### src/rtl/hzd_pkg.sv
// Package: shared stage indices and hazard flag type for the hazard control unit.
// Assumes a fixed five-register in-order pipeline.
package hzd_pkg;
    localparam int NUM_STAGES = 5;
    localparam int STG_F = 0;
    localparam int STG_D = 1;
    localparam int STG_E = 2;
    localparam int STG_M = 3;
    localparam int STG_W = 4;

    typedef struct packed {
        logic load_use;
        logic mispredict;
        logic ret_pending;
    } hzd_flags_t;
endpackage

### src/rtl/hzd_detect.sv
// Module: hzd_detect
// Finds the three hazard conditions from the current stage contents.
// Assumes the all-ones register code means "no register".
module hzd_detect
    import hzd_pkg::*;
#(
    parameter int OPW = 4,
    parameter int RW  = 4,
    parameter logic [OPW-1:0] OP_LOAD = 4'd5,
    parameter logic [OPW-1:0] OP_POP  = 4'd11,
    parameter logic [OPW-1:0] OP_JCC  = 4'd7,
    parameter logic [OPW-1:0] OP_RET  = 4'd9
) (
    input  logic [OPW-1:0] dec_op,
    input  logic [OPW-1:0] exe_op,
    input  logic [OPW-1:0] mem_op,
    input  logic [RW-1:0]  exe_dst_mem,
    input  logic [RW-1:0]  dec_src_a,
    input  logic [RW-1:0]  dec_src_b,
    input  logic           exe_br_taken,
    output hzd_flags_t     flags
);
    localparam logic [RW-1:0] NO_REG = '1;

    logic exe_reads_mem;
    logic dst_valid;
    logic src_hit;

    // Purpose: classify execute instruction and compare its load target with decode sources.
    always_comb begin
        exe_reads_mem = (exe_op == OP_LOAD) || (exe_op == OP_POP);
        dst_valid     = (exe_dst_mem != NO_REG);
        src_hit       = (exe_dst_mem == dec_src_a) || (exe_dst_mem == dec_src_b);
    end

    // Purpose: assemble the hazard flags.
    always_comb begin
        flags.load_use    = exe_reads_mem && dst_valid && src_hit;
        flags.mispredict  = (exe_op == OP_JCC) && !exe_br_taken;
        flags.ret_pending = (dec_op == OP_RET) || (exe_op == OP_RET) || (mem_op == OP_RET);
    end
endmodule

### src/rtl/hzd_resolve.sv
// Module: hzd_resolve
// Turns hazard flags into per-register stall and bubble controls,
// giving load-use priority over a pending return at decode.
// Assumes flags are already stable for the current cycle.
module hzd_resolve
    import hzd_pkg::*;
(
    input  hzd_flags_t              flags,
    output logic [NUM_STAGES-1:0]   stall,
    output logic [NUM_STAGES-1:0]   bubble
);
    // Purpose: map each hazard to the registers it affects.
    always_comb begin
        stall  = '0;
        bubble = '0;
        stall[STG_F]  = flags.load_use || flags.ret_pending;
        stall[STG_D]  = flags.load_use;
        bubble[STG_D] = flags.mispredict || (flags.ret_pending && !flags.load_use);
        bubble[STG_E] = flags.mispredict || flags.load_use;
    end
endmodule

### src/rtl/hzd_stage_reg.sv
// Module: hzd_stage_reg
// Generic pipeline register with hold and no-op inject; hold wins if both arrive.
// Assumes the no-op value is all zeros.
module hzd_stage_reg #(
    parameter int W = 8
) (
    input  logic         clk,
    input  logic         rst_n,
    input  logic         hold,
    input  logic         inject,
    input  logic [W-1:0] d,
    output logic [W-1:0] q
);
    // Purpose: clear, hold, squash or load on each rising edge.
    always_ff @(posedge clk) begin
        if (!rst_n)      q <= '0;
        else if (hold)   q <= q;
        else if (inject) q <= '0;
        else             q <= d;
    end
endmodule

### src/rtl/hzd_ctrl_top.sv
// Module: hzd_ctrl_top
// Pipeline hazard control unit: combinational stall/bubble generation plus a
// token chain of pipeline registers that obeys those controls.
// Assumes stage contents at the ports are the values held this cycle.
module hzd_ctrl_top
    import hzd_pkg::*;
#(
    parameter int OPW = 4,
    parameter int RW  = 4,
    parameter int TW  = 8,
    parameter logic [OPW-1:0] OP_LOAD = 4'd5,
    parameter logic [OPW-1:0] OP_POP  = 4'd11,
    parameter logic [OPW-1:0] OP_JCC  = 4'd7,
    parameter logic [OPW-1:0] OP_RET  = 4'd9
) (
    input  logic                      clk,
    input  logic                      rst_n,
    input  logic [OPW-1:0]            dec_op,
    input  logic [OPW-1:0]            exe_op,
    input  logic [OPW-1:0]            mem_op,
    input  logic [RW-1:0]             exe_dst_mem,
    input  logic [RW-1:0]             dec_src_a,
    input  logic [RW-1:0]             dec_src_b,
    input  logic                      exe_br_taken,
    input  logic [TW-1:0]             fetch_tok_in,
    output logic [NUM_STAGES-1:0]     ctl_stall,
    output logic [NUM_STAGES-1:0]     ctl_bubble,
    output logic [NUM_STAGES*TW-1:0]  stage_tok
);
    hzd_flags_t flags;
    logic [TW-1:0] tok_q [NUM_STAGES];

    hzd_detect #(
        .OPW(OPW), .RW(RW),
        .OP_LOAD(OP_LOAD), .OP_POP(OP_POP), .OP_JCC(OP_JCC), .OP_RET(OP_RET)
    ) u_detect (
        .dec_op(dec_op), .exe_op(exe_op), .mem_op(mem_op),
        .exe_dst_mem(exe_dst_mem), .dec_src_a(dec_src_a), .dec_src_b(dec_src_b),
        .exe_br_taken(exe_br_taken), .flags(flags)
    );

    hzd_resolve u_resolve (
        .flags(flags), .stall(ctl_stall), .bubble(ctl_bubble)
    );

    // Purpose: one token register per stage, each fed by its upstream neighbour.
    for (genvar g = 0; g < NUM_STAGES; g++) begin : g_stage
        logic [TW-1:0] d_in;
        if (g == 0) begin : g_head
            assign d_in = fetch_tok_in;
        end else begin : g_body
            assign d_in = tok_q[g-1];
        end
        hzd_stage_reg #(.W(TW)) u_reg (
            .clk(clk), .rst_n(rst_n),
            .hold(ctl_stall[g]), .inject(ctl_bubble[g]),
            .d(d_in), .q(tok_q[g])
        );
        assign stage_tok[g*TW +: TW] = tok_q[g];
    end
endmodule

### config.mk
export PLATFORM = sky130hd
export DESIGN_NAME = hzd_ctrl_top
export DESIGN_NICKNAME = d
export VERILOG_FILES = /design/src/rtl/hzd_pkg.sv /design/src/rtl/hzd_detect.sv /design/src/rtl/hzd_resolve.sv /design/src/rtl/hzd_stage_reg.sv /design/src/rtl/hzd_ctrl_top.sv
export SDC_FILE = /design/constraint.sdc
export NUM_CORES = 1
export LEC_CHECK = 0
export BUFFER_PORTS_ARGS = -buffer_cell sky130_fd_sc_hd__buf_2
export CAP_MARGIN = 25
export CORE_ASPECT_RATIO = 0.7
export CORE_MARGIN = 4
export CORE_UTILIZATION = 43
export CTS_CLUSTER_SIZE = 14
export DETAILED_ROUTE_END_ITERATION = 10
export MAX_ROUTING_LAYER = met4
export PLACE_DENSITY = 0.78
export SLEW_MARGIN = 25
export SYNTH_ARGS = -nofsm -noshare
export SYNTH_HDL_FRONTEND = slang
export SYNTH_SLANG_ARGS = --single-unit
### constraint.sdc
create_clock -name clk -period 1.83 [get_ports clk]
set_input_delay 0.366 -clock clk [delete_from_list [all_inputs] [get_ports clk]]
set_output_delay 0.366 -clock clk [all_outputs]
set_load 0.01 [all_outputs]
==> impl_metrics.toml <==
[final_layout]
drive_gt1_share_pct = 44.0
antenna_cells = 0
nets = 275
final_cell_mix = "76 x buf_2, 40 x dfxtp_1, 17 x and2_1"
top_register = "g_stage.u_reg.q"
largest_reg_flops = 40
reg.largest.list = "g_stage.u_reg.q x40"
final_common_cell = "buf_2"
area_growth_syn_to_layout_pct = 38.8

[place]
place_ws_ns = -0.0259
gp_congestion = 0.763
place_hpwl_um = 2850
numPortBuffers = 78

[critical_path]
crit_fanout = 4
r2r-start = "g_stage[0].u_reg.q[2]"
worstRegToRegCells = 2
reg2reg_to = "g_stage[0].u_reg.q[2]"
cp_data_arrival_time_ns = 1.42
critPathLaunchType = "input port"
cp.required_ns = 1.46
crit_start = "exe_dst_mem[1]"
cp-end-kind = "primary output"
critPathKind = "in -> out"
r2r_slack_ns = 1.16

[pwr]
clkPwrFrac_pct = 39.3
seqPwrFrac_pct = 48.9
power.switching_mw = 0.435
finalPower_mw = 1.88
ir_worst_vdd_v = 0.000512
combPwrFrac_pct = 11.7
p_sw_share_pct = 23.1
power_density_nw_per_um2 = 888
p_leak_nw = 1.07
p_int_mw = 1.44

[die]
initial_core_util_pct = 46.5
die_w_um = 79.2
die_h_um = 57.8
rows = 17
coreArea_um2 = 3280
ioPinCount = 85
dieArea_um2 = 4580

[global_routing]
grt_overflow = 0
grt_pass1_vias = 1261
track_usage_pct = 16.5
grt_max_degree = 19
grt_antenna_before_repair = 0
grt_pass1_wl_um = 5740

[sta]
fmax_mhz = 561
final-setup-viol-count = 0
skew_ns = 0.00786
slew_viol_final = 0
fin_ws_ns = 0.0474
hold_viol = 0
whs_ns = 0.324
setup_tns_ns = 0
period_share_pct = 97.4
fin_crit_ns = 1.78

[clock_network]
clkSlewWorstSetupHoldPaths_ns = 0.08
htree_num_levels = 2
numClockSinks = 40
root_buffer = "clkbuf_8"
cts_tree = "built"
cts_buffers = 5
worstSkewPairLatency_ns = 0.28
clock_path_buffers = 2

[hold_path]
hold_class = "in -> reg"
min_delay_path_depth = 3
worstHoldStart = "fetch_tok_in[4]"
hold_end = "g_stage[0].u_reg.q[4]"

[routing]
postRouteAntennaNets = 0
drt-wirelength-per-cell_um = 12.9
firstDrtPassIters = 4
vias = 1363
avgViaCountPerCell = 4.73
routed_wl_um = 3700
drt_iter0_drc = 47
drc = 0

[synth]
yosysTopAreaCell = "dfxtp_1"
synth_area_per_cell_um2 = 9.58
synth-seq-area-share_pct = 52.5
synth-edff-count = 0
synth_seq_cells = 40
synth_flop_cell = "dfxtp_1"
yosys_warnings = 0
syn_inst = 159
yosys-top-cells-area = "dfxtp_1 53%, and2_1 7.0%, o21ai_1 5.3%"
postSynth.asyncResetShare_pct = 0
ys_types = 26
synth_area_um2 = 1520
yosys.area.top_type_share_pct = 52.5

[outcome]
status = "finished clean"

[job]
max_cap_violations = 0
## critical path: stages
cell and delay [ns]:
buf_4 0.12, xor2_1 0.14, nor4_2 0.37, o21ai_4 0.14
clkinv_4 0.07, o21ai_2 0.06, buf_2 0.15
## cell families (layout without fill, tap and decap cells)
kind of cell / count (synthesis) / count (layout) / synth area share, %
XOR/XNOR: 8 / 8 / 4.60
flip-flops: 40 / 40 / 52.5
AO/OA/AOI/OAI: 27 / 27 / 9.93
buffers and inverters: 20 / 97 / 8.70
other: 1 / 6 / 0.246
AND/OR/NAND/NOR: 63 / 63 / 24.0
## synth_stat cells (all sizes together), types with 2 or more instances
master and instances:
a21oi 8, and2 17, buf 13, clkbuf 5, dfxtp 40, nand2 10, nand3 8, nand4 10
nor2 9, nor4 2, nor4bb 3, o21ai 18, xor2 8
## area by class of cell
class	count	area, um2
clock buffers	6	82.6
clock inverters	2	38.8
fillers	303	1160
inverters	2	12.5
multi-input cells	104	656
flip-flops and latches	40	801
well taps	47	58.8
repair buffers	87	467
## stage by stage
stage	area [um2]	instances	utilization, %
after floorplan	1540	164	-
after global placement	1920	277	58.5
after detailed placement	1920	277	58.5
after CTS	2050	287	62.7
after global routing	2120	288	64.6
final	2120	288	64.6
## power groups by stage
| stage | Combinational (mW) | Clock [mW] | Sequential, mW |
|---|---|---|---|
| after floorplan | 0.107 | 0 | 0.952 |
| after global placement | 0.200 | 0 | 0.939 |
| after detailed placement | 0.205 | 0 | 0.939 |
| after CTS | 0.207 | 0.758 | 0.919 |
| after global routing | 0.242 | 0.806 | 0.923 |
| final | 0.220 | 0.739 | 0.919 |
## how the worst max path moves through the flow
stage                    endpoint  slack, ns  depth (start not counted)
floorplan           ctl_bubble[1]       0.11                          6
detailed placement  ctl_bubble[1]      -0.03                          7
global route        ctl_bubble[1]     -0.002                          7
CTS                 ctl_bubble[1]       0.01                          7
finish              ctl_bubble[1]       0.05                          7
global placement    ctl_bubble[1]      0.009                          7
## what timing repair did
item / 4_1_cts / 5_1_grt
gates resized for setup: 1 / 9
buffers inserted: 2 / 1
pin swaps: 3 / 6
endpoints found under the setup margin: 1 / 4
hold buffers: 0 / 0
## per-layer routing
metal / GRT usage, % / vias up / part of all wire, %
met5: - / - / 0
met4: 4.41 / 0 / 0.22
met3: 6.37 / 2 / 7.9
met2: 25.8 / 58 / 47
met1: 20.0 / 614 / 45
li1: - / 689 / -
Note: power is estimated with default switching activity, not from simulation.
